File: src/rtl/pps_pkg.sv
package pps_pkg;
  typedef enum logic [1:0] {
    PPS_A_CFG = 2'd0,
    PPS_A_THR = 2'd1,
    PPS_A_HI  = 2'd2,
    PPS_A_LO  = 2'd3
  } pps_addr_e;

  localparam int PPS_EN_BIT  = 30;
  localparam int PPS_INV_BIT = 31;
endpackage

File: src/rtl/pps_regs.sv
module pps_regs
  import pps_pkg::*;
#(
  parameter int TW = 64
) (
  input  logic          clk,
  input  logic          rst_n,
  input  logic          wr_en,
  input  logic [1:0]    wr_addr,
  input  logic [TW-1:0] wr_data,
  output logic          en_q,
  output logic          inv_q,
  output logic [TW-1:0] hi_inc_q,
  output logic [TW-1:0] lo_inc_q,
  output logic          thr_wr,
  output logic [TW-1:0] thr_data
);
  pps_addr_e sel;
  assign sel      = pps_addr_e'(wr_addr);
  assign thr_wr   = wr_en && (sel == PPS_A_THR);
  assign thr_data = wr_data;

  always_ff @(posedge clk or negedge rst_n) begin
    if (!rst_n) begin
      en_q     <= 1'b0;
      inv_q    <= 1'b0;
      hi_inc_q <= '0;
      lo_inc_q <= '0;
    end else if (wr_en) begin
      case (sel)
        PPS_A_CFG: begin
          en_q  <= wr_data[PPS_EN_BIT];
          inv_q <= wr_data[PPS_INV_BIT];
        end
        PPS_A_HI: hi_inc_q <= wr_data;
        PPS_A_LO: lo_inc_q <= wr_data;
        default: ;
      endcase
    end
  end

  // a control write lands in the enable and invert flags
  assert_cfg_write_R2: assert property (@(posedge clk) disable iff (!rst_n)
    (wr_en && wr_addr == 2'd0) |=> (en_q == $past(wr_data[PPS_EN_BIT]) &&
                                    inv_q == $past(wr_data[PPS_INV_BIT])));
endmodule

File: src/rtl/pps_cross.sv
module pps_cross #(
  parameter int TW = 64
) (
  input  logic          clk,
  input  logic          rst_n,
  input  logic          en,
  input  logic [TW-1:0] cur,
  input  logic [TW-1:0] thr,
  output logic          fire,
  output logic          wrap_ev
);
  logic [TW-1:0] prev_q;
  logic          valid_q;

  // circular crossing test: did the step prev -> cur pass thr
  function automatic logic crossed(logic [TW-1:0] p, logic [TW-1:0] c,
                                   logic [TW-1:0] t);
    if (c >= p) return (t > p) && (t <= c);
    else        return (t > p) || (t <= c);
  endfunction

  always_ff @(posedge clk or negedge rst_n) begin
    if (!rst_n) begin
      prev_q  <= '0;
      valid_q <= 1'b0;
    end else begin
      prev_q  <= cur;
      valid_q <= 1'b1;
    end
  end

  assign wrap_ev = valid_q && (cur < prev_q);
  assign fire    = en && valid_q && crossed(prev_q, cur, thr);

  // an unchanged time sample never fires
  assert_no_fire_static_R3: assert property (@(posedge clk) disable iff (!rst_n)
    (valid_q && cur == prev_q) |-> !fire);
  // a zero threshold fires on the first sample after a wrap
  assert_wrap_zero_R6: assert property (@(posedge clk) disable iff (!rst_n)
    (en && wrap_ev && thr == '0) |-> fire);
endmodule

File: src/rtl/pps_toggle.sv
module pps_toggle #(
  parameter int NS_W        = 32,
  parameter int FRAC_W      = 32,
  parameter int ROLLOVER_NS = 1000000000
) (
  input  logic                   clk,
  input  logic                   rst_n,
  input  logic                   en,
  input  logic                   fire,
  input  logic                   thr_wr,
  input  logic [NS_W+FRAC_W-1:0] thr_data,
  input  logic [NS_W+FRAC_W-1:0] hi_inc,
  input  logic [NS_W+FRAC_W-1:0] lo_inc,
  output logic                   level_q,
  output logic [NS_W+FRAC_W-1:0] thr_q,
  output logic                   adv_ev
);
  localparam int TW = NS_W + FRAC_W;
  localparam logic [TW:0] ROLL_FULL = {1'b0, NS_W'(ROLLOVER_NS), {FRAC_W{1'b0}}};

  // next threshold, reduced modulo the rollover period
  function automatic logic [TW-1:0] advance(logic [TW-1:0] t, logic [TW-1:0] inc);
    logic [TW:0] s;
    s = {1'b0, t} + {1'b0, inc};
    if (s >= ROLL_FULL) s = s - ROLL_FULL;
    return s[TW-1:0];
  endfunction

  assign adv_ev = fire && !thr_wr;

  always_ff @(posedge clk or negedge rst_n) begin
    if (!rst_n) begin
      thr_q   <= '0;
      level_q <= 1'b0;
    end else begin
      if (thr_wr)      thr_q <= thr_data;
      else if (adv_ev) thr_q <= advance(thr_q, level_q ? lo_inc : hi_inc);
      if (!en)         level_q <= 1'b0;
      else if (adv_ev) level_q <= ~level_q;
    end
  end

  // every accepted crossing flips the level
  assert_toggle_R3: assert property (@(posedge clk) disable iff (!rst_n)
    adv_ev |=> (level_q != $past(level_q)));
  // no crossing, no change while enabled
  assert_hold_R3: assert property (@(posedge clk) disable iff (!rst_n)
    (!adv_ev && en) |=> $stable(level_q));
  // hardware advance stays inside the rollover period
  assert_thr_range_R5: assert property (@(posedge clk) disable iff (!rst_n)
    adv_ev |=> ({1'b0, thr_q} < ROLL_FULL));
  // disabled generator returns to the idle level
  assert_disabled_idle_R7: assert property (@(posedge clk) disable iff (!rst_n)
    !en |=> !level_q);
  // threshold write wins over a same-edge toggle
  assert_cancel_R9: assert property (@(posedge clk) disable iff (!rst_n)
    thr_wr |=> (thr_q == $past(thr_data) && $stable(level_q)));
endmodule

File: src/rtl/pps_gen.sv
module pps_gen #(
  parameter int NS_W        = 32,
  parameter int FRAC_W      = 32,
  parameter int ROLLOVER_NS = 1000000000
) (
  input  logic                   clk,
  input  logic                   rst_n,
  input  logic [NS_W-1:0]        time_ns,
  input  logic [FRAC_W-1:0]      time_frac,
  input  logic                   wr_en,
  input  logic [1:0]             wr_addr,
  input  logic [NS_W+FRAC_W-1:0] wr_data,
  output logic                   pps_out
);
  localparam int TW = NS_W + FRAC_W;

  logic          en_q, inv_q, thr_wr, fire, wrap_ev, adv_ev, level_q;
  logic [TW-1:0] hi_inc, lo_inc, thr_data, thr_q, cur;

  assign cur = {time_ns, time_frac};

  pps_regs #(.TW(TW)) u_regs (
    .clk(clk), .rst_n(rst_n), .wr_en(wr_en), .wr_addr(wr_addr), .wr_data(wr_data),
    .en_q(en_q), .inv_q(inv_q), .hi_inc_q(hi_inc), .lo_inc_q(lo_inc),
    .thr_wr(thr_wr), .thr_data(thr_data)
  );

  pps_cross #(.TW(TW)) u_cross (
    .clk(clk), .rst_n(rst_n), .en(en_q), .cur(cur), .thr(thr_q),
    .fire(fire), .wrap_ev(wrap_ev)
  );

  pps_toggle #(.NS_W(NS_W), .FRAC_W(FRAC_W), .ROLLOVER_NS(ROLLOVER_NS)) u_toggle (
    .clk(clk), .rst_n(rst_n), .en(en_q), .fire(fire), .thr_wr(thr_wr),
    .thr_data(thr_data), .hi_inc(hi_inc), .lo_inc(lo_inc),
    .level_q(level_q), .thr_q(thr_q), .adv_ev(adv_ev)
  );

  assign pps_out = (level_q & en_q) ^ inv_q;

  // a wrap with a crossing produces a level change
  assert_wrap_toggle_R6: assert property (@(posedge clk) disable iff (!rst_n)
    (wrap_ev && adv_ev) |=> (level_q != $past(level_q)));
  // disabled and not inverted means a low pin
  assert_idle_low_R1: assert property (@(posedge clk) disable iff (!rst_n)
    (!en_q && !inv_q) |-> !pps_out);
endmodule

File: config.mk
export PLATFORM = sky130hd
export DESIGN_NAME = pps_gen
export DESIGN_NICKNAME = d
export VERILOG_FILES = /design/src/rtl/pps_pkg.sv /design/src/rtl/pps_regs.sv /design/src/rtl/pps_cross.sv /design/src/rtl/pps_toggle.sv /design/src/rtl/pps_gen.sv
export SDC_FILE = /design/constraint.sdc
export NUM_CORES = 1
export LEC_CHECK = 0
export ABC_AREA = 1
export BUFFER_PORTS_ARGS = -buffer_cell sky130_fd_sc_hd__buf_2
export CAP_MARGIN = 20
export CORE_MARGIN = 4
export CORE_UTILIZATION = 35
export DETAILED_ROUTE_END_ITERATION = 6
export GPL_TIMING_DRIVEN = 0
export HOLD_SLACK_MARGIN = 0.08
export PLACE_DENSITY = 0.55
export SETUP_SLACK_MARGIN = 0.05
export SLEW_MARGIN = 20
export SYNTH_ARGS = -nofsm -noshare
export SYNTH_HDL_FRONTEND = slang
export SYNTH_SLANG_ARGS = --single-unit
File: constraint.sdc
create_clock -name clk -period 4.1 [get_ports clk]
set_input_delay 0.615 -clock clk [delete_from_list [all_inputs] [get_ports clk]]
set_output_delay 0.615 -clock clk [all_outputs]
set_load 0.01 [all_outputs]
==> results of run 1 <==
[layout make-up]
| type | instances | area, um2 |
|---|---|---|
| Multi-Input combinational cell | 2598 | 15700 |
| Clock buffer | 50 | 1010 |
| Buffer | 67 | 473 |
| Inverter | 623 | 2340 |
| Tap cell | 846 | 1060 |
| Timing Repair Buffer | 203 | 1360 |
| Sequential cell | 260 | 6510 |
| Fill cell | 6651 | 34900 |
| Clock inverter | 6 | 133 |
[Yosys cell counts, types with 2 or more instances]
cell type,number
dfrtp_1,260
clkbuf_1,55
buf_6,2
nor3_1,24
and3_1,4
o211ai_1,9
nor3_2,2
nand2_2,14
and2_1,5
nor4_1,12
or2_2,14
nand4_1,40
clkinv_1,2
inv_1,614
a21boi_0,2
o2111ai_1,5
nand3_1,198
xor2_1,3
a211oi_1,3
buf_1,6
inv_2,7
a21oi_1,158
buf_2,3
a21o_1,5
ha_1,257
o221ai_1,5
nor2_1,173
o21bai_1,7
nand2_1,1411
nand3b_1,20
a31oi_1,3
o21a_1,7
nor2_2,22
o21ai_0,165
xnor2_1,17
nor2_4,2
[registers in the layout, indices dropped and copies added, names as in the netlist]
register,flops
u_regs.hi_inc_q,64
u_cross.valid_q,1
u_regs.en_q,1
u_regs.lo_inc_q,64
u_toggle.level_q,1
u_regs.inv_q,1
u_cross.prev_q,64
u_toggle.thr_q,64
[kinds of logic (layout without fill, tap and decap cells)]
family | after synthesis | after routing | synth area share [%]
other cells | 1 | 1 | 0.0166
buf+inv | 690 | 949 | 11.6
simple gates | 1946 | 1946 | 35.5
compound gates | 373 | 373 | 8.91
fa+ha+maj | 258 | 258 | 14.3
xor+xnor | 20 | 20 | 0.776
flops | 260 | 260 | 28.8
[critical path: stages (launching register included)]
cell and delay (ns):
dfrtp_2 0.44, inv_4 0.07, clkbuf_16 0.21, buf_8 0.17, nand2_1 0.06, nand2_1 0.11, ha_4 0.36, nand2_2 0.14
nor2_4 0.16, nand2_2 0.12, nor4_4 0.31, nand2_2 0.15, nand3b_1 0.16, nand2_4 0.10, inv_2 0.08, nand2_1 0.08
nor2_4 0.13, nand2_2 0.09, nor2_4 0.11, nand4_4 0.19, nand2_8 0.21, buf_12 0.14, a21oi_1 0.06, nand2_1 0.15
nand2_1 0.06
[power by group through the flow]
stage                     Combinational, mW  Clock (mW)  Sequential (mW)
final                                  12.9        3.17             3.87
after global routing                   14.3        3.34             3.93
after CTS                              10.8        3.24             3.84
after detailed placement               9.88           0             3.80
after global placement                 9.83           0             3.80
after floorplan                        7.15           0             3.51
[what timing repair did]
item	in CTS	in global routing
pin swaps	26	106
gates cloned	1	6
setup buffers	16	42
resized for setup	231	366
hold endpoints to repair	30	0
hold buffers	1	0
setup endpoints to repair	65	63
[path summary, 6_finish.rpt]
check	depth (start not counted)	from	slack, ns	endpoint
setup / recovery	24	u_toggle.level_q	0.08	u_toggle.thr_q[57]
hold / removal	1	time_ns[17]	0.21	u_cross.prev_q[49]
setup reg to reg	24	u_toggle.level_q	0.08	u_toggle.thr_q[57]
hold reg to reg	2	u_regs.lo_inc_q[62]	0.48	u_regs.lo_inc_q[62]
max in group asynchronous	4	rst_n	2.48	u_cross.prev_q[39]
min in group asynchronous	2	rst_n	0.53	u_cross.prev_q[3]
[per-layer routing]
metal / up-vias / GRT usage, % / part of all wire, %
li1: 11600 / - / -
met1: 10500 / 33.7 / 46
met2: 592 / 37.3 / 44
met3: 120 / 2.90 / 6.1
met4: 0 / 7.49 / 3.5
met5: - / 0 / 0
==> metrics.cfg, run 1 <==
[global_route]
grt_max_degree=93
grt_pass1_wl_mm=125
grt_usage_pct=23.6
antenna_found_initial=1
overflow=0
grt_pass1_vias=21800

[sta]
finalClockSkew_ns=0.0165
setup_tns_ns=0
min_period_over_period_pct=98.0
min_period_ns=4.02
hold_ws_ns=0.205
fmax_mhz=249
setup_slack_ns=0.0812
setup-violations-final=0
slew_violations=0
relSlewSlack_pct=40.1
rsz0062_at_grt=yes
final_hold_viol_count=0
worst-slew-pin-transition_ns=0.899

[status]
status=finished with violations
violations=design-rule violations

[synth]
synth_area_leaders=dfrtp_1 (29%), nand2_1 (23%), ha_1 (14%), inv_1 (10%), nand3_1 (4.4%)
syn_nets=3939
ys_types=48
post-synth-top-area-fraction_pct=28.8
yosys.area.top_type=dfrtp_1
ys_async_sr_fraction_pct=100
synth_warnings=0
syn_area_um2=22600
ys_seq_area_share_pct=28.8
synth-edff-count=0
synth-seq-cells=260
syn_avg_cell_area_um2=6.36
synthCells=3548
synth_flop_cell=dfrtp_1

[layout]
syn2layout_area_growth_pct=26.5
final_util_pct=45.0
antenna_cells=0
final_common_cell=nand2_1
drive_above_1_share_pct=19.0
fin_cells=4653
fin_area_um2=28600
final_cell_mix=nand2_1 (1232), inv_1 (596), dfrtp_1 (259)
nets=4179

[floorplan]
row_count=92
dieWidth_um=262
dieArea_um2=68600
fp.dieH_um=262
io_pins=134
core_area_um2=63400
start_util_pct=35.6

[clock_tree]
cts_tree=done
clock_latency_ns=0.55
cts_made_buffers=35
ctsHtreeMaxLevel=2
clk_pin_slew_ns=0.06
cts-root-buf=clkbuf_16
clock-sinks=260
clk_path_buf_depth=3

[drt]
route.detailed.drc=3
first_iter_violations=1704
post_drt_wl_per_cell_um=17.8
ant_nets=0
drt_pass1_iterations=7
vias=22800
drt_wl_total_mm=82.9
via_per_inst=4.90

[power_and_ir_drop]
power_frac_seq_pct=19.4
ir_worst_vdd_uv=308
internal_power_mw=9.87
p_per_area_nw_per_um2=699
total_power_mw=20.0
p_sw_share_pct=50.5
pwr-share-clk_pct=15.9
p_switching_mw=10.1
leakage_nw=15.7
pwr-share-comb_pct=64.7

[placement]
dpl.hpwl_mm=66.1
portBuffers=133
dpl.cell_count=4531
pre_cts_ws_ns=-1.60
place_congestion=0.975
dpl-instance-area_um2=24400

[setup_path]
critPathKind=flip-flop to flip-flop
cp_data_arrival_time_ns=4.45
startpoint_type=flip-flop
endpoint_kind=flip-flop
cp.required_ns=4.53
path_max_fanout=10

[flow_run]
cap_violations=0

[worst_hold_path]
min_path_type=input port to flip-flop

No activity file was read; power rests on OpenSTA's default activity.
==> run 2: changes to the inputs <==
--- a/config.mk
+++ b/config.mk
@@ -10,6 +10,7 @@
 export CAP_MARGIN = 20
 export CORE_MARGIN = 4
 export CORE_UTILIZATION = 35
+export CTS_BUF_LIST = sky130_fd_sc_hd__clkbuf_4
 export DETAILED_ROUTE_END_ITERATION = 6
 export GPL_TIMING_DRIVEN = 0
 export HOLD_SLACK_MARGIN = 0.08
==> metrics.cfg, run 2 (synthesized netlist as in run 1, its figures left out) <==
[setup_path]
critPathKind=input port to flip-flop
cp_data_arrival_time_ns=4.75
startpoint_type=input port
cp.required_ns=4.85
path_max_fanout=10
endpoint_kind=flip-flop

[layout]
num-fill-cells=6666
syn2layout_area_growth_pct=30.3
final_cell_mix=nand2_1 (1249), inv_1 (601), dfrtp_1 (259)
final_util_pct=46.4
final_common_cell=nand2_1
fin_cells=4855
drive_above_1_share_pct=19.1
nets=4333

[sta]
rsz0062_at_grt=yes
min_period_over_period_pct=97.5
setup_slack_ns=0.102
min_period_ns=4.00
fmax_mhz=250
final_hold_viol_count=0
relSlewSlack_pct=37.4
worst-slew-pin-transition_ns=0.939
finalClockSkew_ns=0.0763
slew_violations=0
setup-violations-final=0
setup_tns_ns=0

[clock_tree]
clock_latency_ns=0.87
ctsHtreeMaxLevel=3
cts_made_buffers=80
clk_path_buf_depth=3
clk_pin_slew_ns=0.07
cts-root-buf=clkbuf_4
clock-sinks=260
cts_tree=done

[drt]
vias=23600
post_drt_wl_per_cell_um=17.3
drt_pass1_iterations=7
first_iter_violations=1628
via_per_inst=4.86
ant_nets=0
drt_wl_total_mm=84.2
route.detailed.drc=0

[worst_hold_path]
min_path_type=input port to asynchronous set/reset pin

[placement]
dpl.cell_count=4531
portBuffers=133
pre_cts_ws_ns=-1.60
place_congestion=0.975
dpl.hpwl_mm=66.1

[global_route]
overflow=0
grt_max_degree=93
grt_usage_pct=24.1
grt_pass1_wl_mm=128
antenna_found_initial=3
grt_pass1_vias=22700

[status]
status=finished clean

[power_and_ir_drop]
leakage_nw=16.1
total_power_mw=19.3
ir_worst_vdd_uv=230
p_per_area_nw_per_um2=656

[floorplan]
start_util_pct=35.6
row_count=92
dieArea_um2=68600
dieWidth_um=262
core_area_um2=63400
fp.dieH_um=262
io_pins=134

[flow_run]
cap_violations=0

## run 2: cell types whose count changed in the layout (fill, tap and decap cells not counted), sizes merged
cell	previous run	this run
buf	213	197
inv	620	621
clkinv	3	25
diode	0	4
bufinv	4	3
dlygate4sd3	1	129
clkbuf	106	170
## run 2: timing repair
action | CTS | global route
cloned | 1 | 2
resized for setup | 181 | 376
setup endpoints to repair | 65 | 63
hold buffers | 129 | 0
setup buffers | 11 | 32
hold endpoints to repair | 423 | 0
pin swaps | 15 | 84
## run 2: worst max-delay path, stage by stage
cell and delay, ns:
dlygate4sd3_1 0.53, buf_2 0.14, ha_1 0.30, a21oi_1 0.14, nor2_1 0.05, a211oi_1 0.32, o2111ai_1 0.29, a21oi_1 0.69
nand3_1 0.16, nand2_1 0.22, nand3_2 0.24, clkbuf_1 0.49, or2_2 0.45, nand3_1 0.09
## run 2: area by class of cell
cell class	instances	area (um2)	share of cell area, %
Clock inverter	28	194	0.659
Sequential cell	260	6510	22.1
Multi-Input combinational cell	2598	15500	52.8
Timing Repair Buffer	312	2460	8.35
Clock buffer	117	878	2.99
Antenna cell	4	10.0	0.0340
Buffer	67	439	1.49
Tap cell	846	1060	3.60
Inverter	623	2340	7.97
## run 2: report_power, final
group          total (mW)  switching [mW]  internal [mW]
logic                12.7            8.00           4.72
registers            3.87           0.766           3.10
clock network        2.73            1.24           1.50
total                19.3            10.0           9.31
## run 2: metal layers
layer / vias to the layer above / track usage [%] / wire length (um)
met5: - / 0 / 0
met4: 0 / 8.81 / 3090
met3: 143 / 3.50 / 5320
met2: 658 / 38.2 / 37300
met1: 10800 / 33.7 / 38400
li1: 11900 / - / -
## run 2: stage by stage
step	instance area, um2	hold slack [ns]
CTS	27600	0.155
finish	29400	0.219
floorplan	22600	0.319
global placement	24300	0.465
global route	29400	0.201
detailed placement	24400	0.473
## run 2: worst paths after layout
| check | slack, ns | start | end | cells past startpoint |
|---|---|---|---|---|
| setup reg to reg | 0.13 | u_toggle.level_q | u_toggle.thr_q[53] | 26 |
| hold / removal | 0.22 | rst_n | u_cross.prev_q[23] | 2 |
| max in group asynchronous | 2.75 | rst_n | u_cross.prev_q[35] | 4 |
| setup / recovery | 0.10 | time_ns[25] | u_toggle.thr_q[23] | 14 |
| min in group clk | 0.42 | time_frac[22] | u_cross.prev_q[22] | 2 |
| hold reg to reg | 0.48 | u_regs.hi_inc_q[45] | u_regs.hi_inc_q[45] | 2 |
